<file path="config.mk">
export PLATFORM = sky130hd
export DESIGN_NAME = txarb_top
export DESIGN_NICKNAME = d
export VERILOG_FILES = /design/src/rtl/txarb_pkg.sv /design/src/rtl/txarb_rr_pick.sv /design/src/rtl/txarb_lock.sv /design/src/rtl/txarb_top.sv
export SDC_FILE = /design/constraint.sdc
export NUM_CORES = 1
export LEC_CHECK = 0
export ABC_CLOCK_PERIOD_IN_PS = 2600
export BUFFER_PORTS_ARGS = -buffer_cell sky130_fd_sc_hd__clkbuf_2
export CORE_AREA = 3 3 128 130
export DETAILED_ROUTE_END_ITERATION = 6
export DIE_AREA = 0 0 131 133
export GPL_ROUTABILITY_DRIVEN = 0
export PLACE_DENSITY = 0.52
export SLEW_MARGIN = 25
export SYNTH_ARGS = -nofsm -noshare
export SYNTH_HDL_FRONTEND = slang
export SYNTH_SLANG_ARGS = --single-unit
</file>
<file path="constraint.sdc">
create_clock -name clk -period 2.6 [get_ports clk]
set_input_delay 0.26 -clock clk [delete_from_list [all_inputs] [get_ports clk]]
set_output_delay 0.26 -clock clk [all_outputs]
set_load 0.01 [all_outputs]
</file>
<file path="src/rtl/txarb_pkg.sv">
// Package: shared constants for the transmit stream arbiter.
// Assumes slot 0 is the completion slot and slots 1.. are request slots.
package txarb_pkg;
    // Slot index of the completion source, which has absolute priority.
    localparam int CPL_SLOT = 0;
    // Fixed slot indices of the three request sources.
    typedef enum logic [1:0] {
        SLOT_CPL  = 2'd0,
        SLOT_MRD  = 2'd1,
        SLOT_MWR  = 2'd2,
        SLOT_PEER = 2'd3
    } slot_e;
endpackage

</file>
<file path="src/rtl/txarb_rr_pick.sv">
// Module: txarb_rr_pick
// Round-robin selector over N request lines. It picks the first active
// request at or after the ring pointer. When the caller reports a finished
// packet (adv with a one-hot adv_oh), the pointer moves to the slot after
// the served one.
// Assumes adv_oh is one-hot whenever adv is 1.
module txarb_rr_pick #(
    parameter int N = 3
) (
    input  logic         clk,
    input  logic         rst_n,
    input  logic [N-1:0] req,
    input  logic         adv,
    input  logic [N-1:0] adv_oh,
    output logic [N-1:0] gnt_oh
);
    localparam int PW = (N > 1) ? $clog2(N) : 1;

    logic [PW-1:0] ptr;

    // Scan the ring from the pointer and pick the first active request.
    always_comb begin
        logic found;
        gnt_oh = '0;
        found  = 1'b0;
        for (int off = 0; off < N; off++) begin
            int k;
            k = int'(ptr) + off;
            if (k >= N) k = k - N;
            if (!found && req[k]) begin
                gnt_oh[k] = 1'b1;
                found     = 1'b1;
            end
        end
    end

    // Move the pointer past the slot that just finished a packet.
    always_ff @(posedge clk) begin
        if (!rst_n) begin
            ptr <= '0;
        end else if (adv) begin
            for (int i = 0; i < N; i++) begin
                if (adv_oh[i]) ptr <= (i == N - 1) ? '0 : PW'(i + 1);
            end
        end
    end
endmodule

</file>
<file path="src/rtl/txarb_lock.sv">
// Module: txarb_lock
// Holds the grant from the first accepted beat of a packet to its last
// accepted beat. When no packet is open, the grant follows the pick made
// this cycle, so a new first beat can leave with no bubble.
// Assumes pick_oh is one-hot or zero.
module txarb_lock #(
    parameter int NS = 4
) (
    input  logic          clk,
    input  logic          rst_n,
    input  logic [NS-1:0] pick_oh,
    input  logic          beat,
    input  logic          beat_last,
    output logic [NS-1:0] grant_oh,
    output logic          locked
);
    logic [NS-1:0] owner_oh;

    // Use the held owner inside a packet and the fresh pick at a boundary.
    always_comb grant_oh = locked ? owner_oh : pick_oh;

    // Open the lock on a beat without last; close it on a beat with last.
    always_ff @(posedge clk) begin
        if (!rst_n) begin
            locked   <= 1'b0;
            owner_oh <= '0;
        end else if (beat) begin
            if (beat_last) begin
                locked <= 1'b0;
            end else begin
                locked   <= 1'b1;
                owner_oh <= grant_oh;
            end
        end
    end
endmodule

</file>
<file path="src/rtl/txarb_top.sv">
// Module: txarb_top
// Transmit stream arbiter. Slot 0 (completions) wins at every packet
// boundary. The request slots share the stream in round-robin order, one
// packet per turn. Valid, data and last pass straight through from the
// granted slot, and only that slot sees ready.
// Assumes each source holds valid, data and last stable until they are
// accepted.
module txarb_top
    import txarb_pkg::*;
#(
    parameter int DATA_W  = 64,
    parameter int NUM_REQ = 3,
    localparam int NUM_SRC = NUM_REQ + 1
) (
    input  logic                      clk,
    input  logic                      rst_n,
    input  logic [NUM_SRC-1:0]        src_valid,
    input  logic [NUM_SRC*DATA_W-1:0] src_data,
    input  logic [NUM_SRC-1:0]        src_last,
    output logic [NUM_SRC-1:0]        src_ready,
    output logic                      out_valid,
    output logic [DATA_W-1:0]         out_data,
    output logic                      out_last,
    input  logic                      out_ready
);
    logic [NUM_REQ-1:0] rr_gnt;
    logic [NUM_SRC-1:0] pick_oh;
    logic [NUM_SRC-1:0] grant_oh;
    logic               locked;
    logic               beat;
    logic               rr_adv;

    // Completion first; otherwise the round-robin choice among requests.
    always_comb begin
        pick_oh = '0;
        if (src_valid[CPL_SLOT]) pick_oh[CPL_SLOT] = 1'b1;
        else                     pick_oh[NUM_SRC-1:1] = rr_gnt;
    end

    // Move the ring only when a request packet ends, never on a completion.
    assign beat   = out_valid && out_ready;
    assign rr_adv = beat && out_last && !grant_oh[CPL_SLOT];

    txarb_rr_pick #(.N(NUM_REQ)) u_rr (
        .clk    (clk),
        .rst_n  (rst_n),
        .req    (src_valid[NUM_SRC-1:1]),
        .adv    (rr_adv),
        .adv_oh (grant_oh[NUM_SRC-1:1]),
        .gnt_oh (rr_gnt)
    );

    txarb_lock #(.NS(NUM_SRC)) u_lock (
        .clk       (clk),
        .rst_n     (rst_n),
        .pick_oh   (pick_oh),
        .beat      (beat),
        .beat_last (out_last),
        .grant_oh  (grant_oh),
        .locked    (locked)
    );

    // Pass the granted slot's beat to the output and ready back to it.
    always_comb begin
        out_valid = 1'b0;
        out_data  = '0;
        out_last  = 1'b0;
        for (int i = 0; i < NUM_SRC; i++) begin
            if (grant_oh[i]) begin
                out_valid = out_valid | src_valid[i];
                out_data  = out_data | src_data[i*DATA_W +: DATA_W];
                out_last  = out_last | src_last[i];
            end
        end
    end

    generate
        for (genvar g = 0; g < NUM_SRC; g++) begin : g_ready
            assign src_ready[g] = grant_oh[g] && out_ready;
        end
    endgenerate

    // at most one slot sees ready.
    p_one_ready_r5: assert property (@(posedge clk) disable iff (!rst_n)
        $onehot0(src_ready));

    // no valid source means no output beat and no ready.
    p_idle_quiet_r1: assert property (@(posedge clk) disable iff (!rst_n)
        (src_valid == '0) |-> (!out_valid && src_ready == '0));

    // at a boundary a waiting completion is the slot that gets ready.
    p_cpl_wins_r2: assert property (@(posedge clk) disable iff (!rst_n)
        (!locked && src_valid[CPL_SLOT] && out_ready) |-> src_ready[CPL_SLOT]);

    // a beat without last keeps the same owner in the next cycle.
    p_keep_owner_r4: assert property (@(posedge clk) disable iff (!rst_n)
        (beat && !out_last) |=> (grant_oh == $past(grant_oh)));

    // a stall inside a packet does not change the grant.
    p_stall_hold_r6: assert property (@(posedge clk) disable iff (!rst_n)
        (locked && !out_ready) |=> (grant_oh == $past(grant_oh)));

    // a single-beat packet leaves the stream unlocked.
    p_single_unlock_r9: assert property (@(posedge clk) disable iff (!rst_n)
        (beat && out_last) |=> !locked);
endmodule

</file>
==> results of run 1 <==
[report_power, final]
group | leakage [nW] | total [mW] | switching, mW | internal (mW)
clock network | 0.0382 | 0.260 | 0.0562 | 0.204
logic | 2.57 | 1.22 | 0.609 | 0.609
registers | 0.0584 | 0.120 | 0.00710 | 0.113
[Yosys cell counts (all sizes together)]
cell type,number
o211ai,1
a221oi,2
nor4b,1
a222oi,64
and2,4
nor2b,1
nand2,144
nand3,5
mux2i,8
a21boi,1
nor2,5
o21ai,7
a221o,1
buf,13
a2111oi,2
clkbuf,20
a21oi,4
or2,1
o21a,1
and3,1
nand3b,1
a31oi,1
o221a,1
a32oi,1
a211oi,2
inv,12
nor3b,2
nand2b,1
o22ai,3
nor4,1
nor3,1
o31ai,1
a21o,2
or3,2
ha,4
dfxtp,7
[critical path: stages, from the launching register on]
cell and delay [ns]:
dfxtp_4 0.35, buf_4 0.14, ha_4 0.19, nor3b_2 0.25, or3_1 0.18, nor4_2 0.06, a21o_2 0.24, buf_12 0.16
buf_4 0.15, a222oi_1 0.38, nand2_1 0.10, clkbuf_2 0.14
[per-stage QoR]
stage | cells | area, µm²
after floorplan | 328 | 2082
after global placement | 878 | 4270
after detailed placement | 878 | 4270
after CTS | 894 | 4664
after global routing | 901 | 4790
final | 901 | 4790
[how the worst min path moves through the flow]
stage	from	end	slack, ns
6_report	out_ready	u_lock.locked	0.38
2_1_floorplan	rst_n	u_lock.owner_oh[2]	0.41
5_1_grt	out_ready	u_lock.locked	0.40
3_3_place_gp	u_lock.owner_oh[3]	u_lock.owner_oh[3]	0.47
4_1_cts	rst_n	u_rr.ptr[0]	0.40
3_5_place_dp	u_lock.owner_oh[3]	u_lock.owner_oh[3]	0.48
[per-layer routing]
layer	track usage [%]	wire length (µm)	vias up
li1	-	-	2001
met1	17.39	5829	1900
met2	28.44	7962	289
met3	2.987	1376	18
met4	2.457	278	0
met5	0	0	-
[timing repair]
action | 4_1_cts | 5_1_grt
buffers inserted | 10 | 5
endpoints found under the setup margin | 76 | 75
hold buffers | 0 | 0
pin swaps | 60 | 18
cloned | 3 | 3
gates resized for setup | 40 | 53
[cell type report]
type                       instances  area, µm²  area share (%)
antenna                            1      2.502         0.05225
clock buffer                       4      78.83           1.646
inverter                          12      47.55          0.9927
multi-input combinational        276       1916           39.99
sequential                         7      147.6           3.083
tap                              211      264.0           5.512
timing repair buffer             390       2333           48.72
[sequential cells by signal, indices dropped and copies added (netlist names)]
signal,count
u_rr.ptr,2
u_lock.locked,1
u_lock.owner_oh,4
[placed cells by master, fill, tap and decap left out, drive strengths merged]
master	count
nor4b	1
buf	84
or2	1
a221oi	2
and3	1
and2	4
a21oi	4
ha	4
nand3b	1
o21ai	7
nand3	5
a221o	1
a211oi	2
a2111oi	2
o211ai	1
nor2	5
nand2	144
nor2b	1
a21boi	1
a21o	2
o221a	1
clkbuf	310
nor3b	2
or3	2
nor4	1
a222oi	64
o31ai	1
diode	1
a31oi	1
inv	12
o22ai	3
o21a	1
dfxtp	7
nor3	1
nand2b	1
mux2i	8
a32oi	1
[cell families (layout without fill, tap and decap cells)]
logic type      Yosys count  after routing  share of synthesized area (%)
flops                     7              7                          6.731
simple gates            170            170                          33.65
mux                       8              8                          3.846
other cells               0              1                              0
fa+ha+maj                 4              4                          2.404
compound gates           94             94                          44.71
buf+inv                  45            406                          8.653
==> metrics.txt, run 1 <==
post-route setup slack=-0.2364 ns; number of global-route vias before repair=4057; DRC Markers=0; port buffer count=336; Critical Path End=out_data[31]; Setup crit end kind=primary output; Root Driver=clkbuf_16; CTS clk-pin slew, worst paths=0.04 ns; relative slew slack=56.78%; placed wire-length estimate=12040 µm; Via Count=4208; Critical path origin=u_rr.ptr[0]; H-tree levels=1; Synth top area share=30.77%; CTS sink cnt=7; global-route wire length before repair=20960 µm; nets@finish=961; peak supply drop=180.2 µV; Fillers=1699; yosys warns=0; register area share after synthesis=6.731%; CP max FO=20; failing checks=setup timing; Worst Hold Margin=0.3817 ns; worst hold path depth=3; WP data arrival=2.58 ns; min cycle time layout=2.836 ns; Total Routed Length=15450 µm; Tcrit/Tclk final=109.1%; CP required=2.34 ns; reg2reg start=u_rr.ptr[0]; core area=0.01526 mm²; Mean Syn Cell Area=6.348 µm²; Startpoint Class=register; Detailed Route Iter0 Violations=411; Die W=131 µm; pin count of the biggest net entering global routing=40; critical path class=reg2out; Final Util=31.39%; Row Count=45; Post-Syn Area=0.002082 mm²; Tot GR Track Use=15.06%; Reg-to-Reg End=u_rr.ptr[1]; clock skew=0.0006051 ns; Starting Density=13.64%; Die Ht=133 µm; status=finished, violations left; Inserted Clock Buffers=3; Cells after Synth=328; f_max=352.6 MHz; worst-case clock buffer depth=2; share of cells above drive strength 1=62.99%; worst-margin pin slew=0.6415 ns; RSZ-0062 raised after global routing=true; Total Neg Setup Slack=-8.906 ns; Static Leakage=2.665 nW; Final Max Tran Viols=0; synthesis-stage register bit count=7; gr ovfl total=0; Die Area=0.01742 mm²; vias per cell=4.670; Yosys cell types=44; initial antenna violation count=1; R2R cell count=12; clk_lat worst skew=0.23 ns; max-cap violations=0; # setup viols final=69; final hold vios=0; Post-Place Setup Slack=-0.2159 ns; IO Pins=337; Area growth, synth to finish=130.0%; ANT nets after route=0; Overall Power=1.597 mW; Reg2Reg Setup Slack=-0.05 ns; Synth area leaders=a222oi_1 (31%), nand2_1 (26%), dfxtp_1 (6.7%); Hold WC Path Type=in2reg; CTS tree=done; Post-Syn Nets=599; DR WL/cell=17.14 µm; largest area contributor in the synthesized netlist=a222oi_1; Power Dens Cells=333.5 mW/mm²; DRT Pass-1 Iters=7
(Power assumes the default switching activity.)
==> inputs of run 2 (changes only) <==
Settings changed: ABC_AREA set to 1, CORE_AREA 3 3 128 130 to 3 3 130 132, DIE_AREA 0 0 131 133 to 0 0 133 135.
==> run 2 against run 1 <==
  * The run now ends clean
  * Sequential cell count unchanged
  * Via count rose by 4.8%
  * Sequential power increased by 3%
  * Combinational power about the same
  * Critical endpoint is now out_data[1]
==> metrics.txt, run 2 <==
worst-case clock buffer depth=2 (unchanged); Non-Filler Instances=1015 (+13%); Hold WC Path Type=in2reg; Static Leakage=2.618 nW (-1.7%); slowest stage delay, CP=0.33 ns (-0.05 ns); CTS sink cnt=7 (unchanged); f_max=402.0 MHz (+14%); max-cap violations=0 (unchanged); Inserted Clock Buffers=3 (unchanged); CTS tree=done; number of global-route vias before repair=4168 (+2.7%); Die Ht=135 µm (+1.5%); worst-margin pin slew=0.6489 ns (+0.007317 ns); Total Routed Length=15390 µm (-0.35%); Post-Syn Nets=730 (+22%); DRC Markers=0 (unchanged); clock skew=0.001775 ns (+0.001170 ns); pin count of the biggest net entering global routing=46 (+15%); commonest non-fill, non-tap cell in the layout=clkbuf_2; Worst path depth=15 (+4); Mean Syn Cell Area=4.841 µm² (-24%); vias per cell=4.345 (-7.0%); peak supply drop=152.9 µV (-15%); Cells after Synth=459 (+40%); CP required=2.34 ns (about the same); Startpoint Class=register; register area share after synthesis=6.306% (-0.42 points); Area growth, synth to finish=112.4%; family with the most delay on the worst path=simple AND/OR/NAND/NOR gates; Worst Hold Margin=0.3313 ns (-0.05042 ns); DR WL/cell=15.16 µm (-12%); DRT Pass-1 Iters=5 (-2); ANT nets after route=0 (unchanged); Detailed Route Iter0 Violations=234 (-43%); post-placement cell area=0.004223 mm² (-1.1%); Die W=133 µm (+1.5%); CP max FO=8 (-60%); min cycle time layout=2.488 ns (-0.3486 ns); R2R cell count=18 (+6); yosys warns=0 (unchanged); Synth top cells by count=nand2_1 (257), nand4_1 (43), nand3_1 (37); initial antenna violation count=0 (-1); most common cell in the netlist=nand2_1; RSZ-0062 raised after global routing=true; Row Count=46 (+2.2%); Tcrit/Tclk final=95.68% (-13 points); placed cells=993 (+13%); worst path cell trace=inv_2, ha_4, inv_4, nand2_2, nand3_2, nand2_2, nand3b_1, nand2_1, nand2_2, nand2_8, nand2_8, clkbuf_16, nand2_1, nand3_1, buf_2; global-route wire length before repair=20290 µm (-3.2%); share of cells above drive strength 1=50.44% (-13 points); Root Driver=clkbuf_16; port buffer count=336 (unchanged); nets@finish=1071 (+11%); # setup viols final=0 (-100%); Synth area leaders=nand2_1 (43%), nand4_1 (12%), nand3_1 (8.3%); placed wire-length estimate=11360 µm (-5.7%); Final Max Tran Viols=0 (unchanged); cell area after layout=0.004721 mm² (-1.4%); core area=0.01583 mm² (+3.7%); Starting Density=14.04% (+0.39 points); hold buffer count at CTS=0 (unchanged); worst hold path depth=3 (unchanged); largest area contributor in the synthesized netlist=nand2_1; gr ovfl total=0 (unchanged); ANT cells=0 (-1); Biggest register=u_lock.owner_oh; final hold vios=0 (unchanged); synthesis-stage register bit count=7 (unchanged); Tot GR Track Use=13.56% (-1.5 points); CTS clk-pin slew, worst paths=0.04 ns (about the same); status=finished, final reports clean; Setup crit end kind=primary output; Post-synth ARST share=0% (unchanged); Die Area=0.01796 mm² (+3.1%); critical path class=reg2out; Power Dens Cells=338.5 mW/mm² (+1.5%); Largest regs=u_lock.owner_oh: 4 flops, u_rr.ptr: 2 flops, u_lock.locked: 1 flops; max FFs per register=4 (unchanged); Crit path buffers/inverters=4 (unchanged); critical path's slowest cell=dfxtp_2; IO Pins=337 (unchanged); Via Count=4410 (+4.8%); relative slew slack=56.58% (-0.20 points); Post-Syn Area=0.002222 mm² (+6.7%); Primary FF master, synth=dfxtp_1; Post-synth EDFFs=0 (unchanged); clk_lat worst skew=0.23 ns (about the same); WP data arrival=2.23 ns (-0.35 ns); H-tree levels=1 (unchanged); Final Util=29.83% (-1.6 points); most used cell, CP=nand2_2; most frequent cells in the layout=clkbuf_2 (318), nand2_1 (245), nand4_1 (43), nand3_1 (34), a22oi_1 (23); Yosys cell types=23 (-48%); Synth top area share=43.41% (+13 points)
==> run 2: report_power, final <==
part           switching (mW)  internal, mW  total, mW
Combinational           0.657         0.550       1.21
Clock                  0.0626         0.204      0.267
Sequential            0.00734         0.117      0.124
==> run 2: kinds of logic (layout without fill, tap and decap cells) <==
group	Yosys count	after routing	synth area share [%]
AOI/OAI and AO/OA	31	31	9.966
adders and majority gates	4	4	2.252
buffers and inverters	47	385	8.953
DFF	7	7	6.306
and+or+nand+nor	370	372	72.52
==> run 2: area by class of cell <==
cell class	instances	area, µm²
Multi-Input combinational cell	407	2037
Timing Repair Buffer	362	2111
Clock buffer	4	78.83
Inverter	19	78.83
Tap cell	216	270.3
Sequential cell	7	145.1
Fill cell	1794	11110
==> run 2: worst reg2reg max path, delay by kind of cell (launching register included) <==
| family | cells | cell delay [ns] |
|---|---|---|
| AND/OR/NAND/NOR | 14 | 1.25 |
| flip-flops | 1 | 0.33 |
| adder cells (fa/ha/maj) | 1 | 0.30 |
| buffers and inverters | 3 | 0.26 |
==> run 2: per-stage QoR <==
| stage | setup slack (ns) | power [mW] | setup TNS, ns |
|---|---|---|---|
| floorplan | 0.3683 | 0.6510 | 0 |
| global placement | 0.2156 | 1.205 | 0 |
| detailed placement | 0.1984 | 1.205 | 0 |
| CTS | 0.02330 | 1.480 | 0 |
| global route | -0.02483 | 1.726 | -0.1071 |
| finish | 0.1123 | 1.598 | 0 |
==> run 2: repair_timing <==
action / in CTS / in global routing
setup buffers: 0 / 6
resized for setup: 4 / 54
gates cloned: 0 / 12
pin swaps: 0 / 10
setup endpoints to repair: 44 / 69
==> run 2: worst paths after layout <==
path                                          from                  to  slack [ns]
worst max-delay path                   u_rr.ptr[0]         out_data[1]        0.11
worst min-delay path                         rst_n         u_rr.ptr[1]        0.33
worst max register to register         u_rr.ptr[0]  u_lock.owner_oh[3]        0.35
worst min register to register  u_lock.owner_oh[2]  u_lock.owner_oh[2]        0.51
==> run 2: routing by layer <==
metal  routed length (µm)  share of wire [%]  vias to the layer above  global-route usage, %
li1                     -                  -                     2207                      -
met1                 6203                 40                     1951                  16.58
met2                 7930                 52                      241                  25.59
met3                 1149                7.5                       11                  1.826
met4                  109               0.71                        0                  2.194
met5                    0                  0                        -                      0
==> inputs of run 3 (changes only) <==
Settings changed: ABC_CLOCK_PERIOD_IN_PS 2600 to 2400, CORE_AREA 3 3 130 132 to 3 3 131 133, DIE_AREA 0 0 133 135 to 0 0 134 136, PLACE_DENSITY 0.52 to 0.5.
Clock period 2.6 ns to 2.4 ns, I/O delays scaled along.
==> run 3 against run 2 <==
  * Clock skew about the same
  * Sequential power up 8%
  * Hold slack worse by 0.015 ns
  * Non-clock buffer count up 23
  * Sequential share of layout area down 0.42 points
  * Global-route usage up 1.3 points
  * Critical path type unchanged
  * Register-to-register slack worse by 0.33 ns
  * Critical path depth up 2
  * The flow now finishes with violations (setup timing)
  * Cell count up 2.3%
  * Sequential cell count unchanged
==> metrics.txt, run 3 (synthesis results as in run 2) <==
IO Pins=337 (unchanged); worst-margin pin slew=0.7123 ns (+0.06342 ns); Largest regs=u_lock.owner_oh: 4 flops, u_rr.ptr: 2 flops, u_lock.locked: 1 flops; slowest stage delay, CP=0.32 ns (about the same); Total Routed Length=17340 µm (+13%); Power Dens Cells=369.6 mW/mm² (+9.2%); nets@finish=1094 (+2.1%); CTS tree=done; port buffer count=336 (unchanged); vias per cell=4.400 (+1.3%); commonest non-fill, non-tap cell in the layout=clkbuf_2; gr ovfl total=0 (unchanged); clock skew=0.002002 ns (+0.0002275 ns); Multi-input gate area=0.002352 mm² (+15%); pin count of the biggest net entering global routing=50 (+8.7%); CP required=2.16 ns (-0.18 ns); Tot GR Track Use=14.91% (+1.3 points); ANT cells=0 (unchanged); max-cap violations=0 (unchanged); number of global-route vias before repair=4130 (-0.91%); peak supply drop=171.3 µV (+12%); Area growth, synth to finish=145.7%; DRT Pass-1 Iters=4 (-1); relative slew slack=52.34% (-4.2 points); worst path cell trace=buf_6, ha_4, inv_4, nand2_4, nand3_4, nand2_4, buf_6, nand2_1, nand2_1, nand2_1, nand2_2, nand2_4, nand2_8, buf_12, nand2_2, nand4_1, buf_2; initial antenna violation count=0 (unchanged); Inserted Clock Buffers=3 (unchanged); core area=0.01594 mm² (+0.73%); Via Count=4567 (+3.6%); sequential cell area=145.1 µm² (unchanged); status=finished, violations left; Detailed Route Iter0 Violations=245 (+4.7%); Tcrit/Tclk final=104.0%; final hold vios=0 (unchanged); H-tree levels=1 (unchanged); CTS clk-pin slew, worst paths=0.04 ns (about the same); DR WL/cell=16.70 µm (+10%); max FFs per register=4 (unchanged); worst-case clock buffer depth=2 (unchanged); critical path class=reg2out; most frequent cells in the layout=clkbuf_2 (287), nand2_1 (201), nand2_2 (51), buf_2 (47), nand4_1 (43); Root Driver=clkbuf_16; Biggest register=u_lock.owner_oh; Overall Power=2.018 mW (+26%); critical path's slowest cell=dfxtp_2; Post-Place Setup Slack=0.04081 ns (-0.1576 ns); Final Max Tran Viols=0 (unchanged); Starting Density=13.94% (-0.10 points); global-route wire length before repair=21680 µm (+6.9%); CTS sink cnt=7 (unchanged); post-route setup slack=-0.09560 ns (-0.2079 ns); WP data arrival=2.26 ns (+0.03 ns); Static Leakage=2.891 nW (+10%); failing checks=setup timing; CP max FO=8 (unchanged); Startpoint Class=register; DRC Markers=0 (unchanged); Fillers=1754 (-2.2%); RSZ-0062 raised after global routing=true; Setup crit end kind=primary output; Die W=134 µm (+0.75%); Hold WC Path Type=in2reg; ANT nets after route=0 (unchanged); Die Ht=136 µm (+0.74%); share of cells above drive strength 1=61.44% (+11 points); placed wire-length estimate=11600 µm (+2.2%); Row Count=46 (unchanged); f_max=400.7 MHz; clk_lat worst skew=0.23 ns (about the same); Die Area=0.01822 mm² (+1.5%); min cycle time layout=2.496 ns; # setup viols final=66 (+66)
## run 3: changes by cell type in the layout (fill, tap and decap cells not counted), sizes merged
| cell | change |
|---|---|
| nand3 | +1 |
| nand2 | -1 |
| clkbuf | -28 |
| buf | +51 |
## run 3: worst paths after layout
kind                      startpoint                  to  slack, ns  cells past startpoint
setup / recovery         u_rr.ptr[0]         out_data[2]       -0.1                     17
hold / removal                 rst_n         u_rr.ptr[1]       0.32                      3
setup reg to reg         u_rr.ptr[0]  u_lock.owner_oh[3]       0.02                     19
hold reg to reg   u_lock.owner_oh[3]  u_lock.owner_oh[3]       0.53                      4
## run 3: layout make-up
cell class,count,share of cell area (%)
timing repair buffer,385,46.41
multi-input combinational,407,43.09
tap,216,4.951
sequential,7,2.659
clock buffer,4,1.444
inverter,19,1.444
## run 3: worst max-delay path: cells and delay by family, from the launching register on
kind,cells,cell delay (ns)
buf+inv,5,0.69
fa+ha+maj,1,0.18
flops,1,0.32
simple gates,11,0.81
## run 3: repair_timing
item,in CTS,in global routing
pin swaps,22,30
endpoints found under the setup margin,68,75
hold buffers,0,0
resized for setup,75,120
setup buffers,13,2
gates cloned,7,12
## run 3: layer usage
metal | GRT usage, % | wire (µm)
met5 | 0 | 0
met4 | 2.800 | 293
met3 | 2.221 | 1349
met2 | 28.80 | 8980
met1 | 17.43 | 6716
## run 3: where the power goes
part	total, mW	internal (mW)	switching (mW)
logic	1.60	0.771	0.825
clock network	0.288	0.221	0.0662
registers	0.134	0.126	0.00778
total	2.02	1.12	0.899
## run 3: stage by stage
step                      setup TNS (ns)  utilization, %  cell area, µm²  cells  hold slack [ns]
after floorplan                        0               -            2222    459           0.3604
after global placement                 0           26.94            4295   1001           0.5013
after detailed placement               0           26.94            4295   1001           0.5092
after CTS                         -2.935           31.27            4986   1025           0.3188
after global routing              -12.31           34.24            5459   1038           0.3538
final                             -3.111           34.24            5459   1038           0.3164
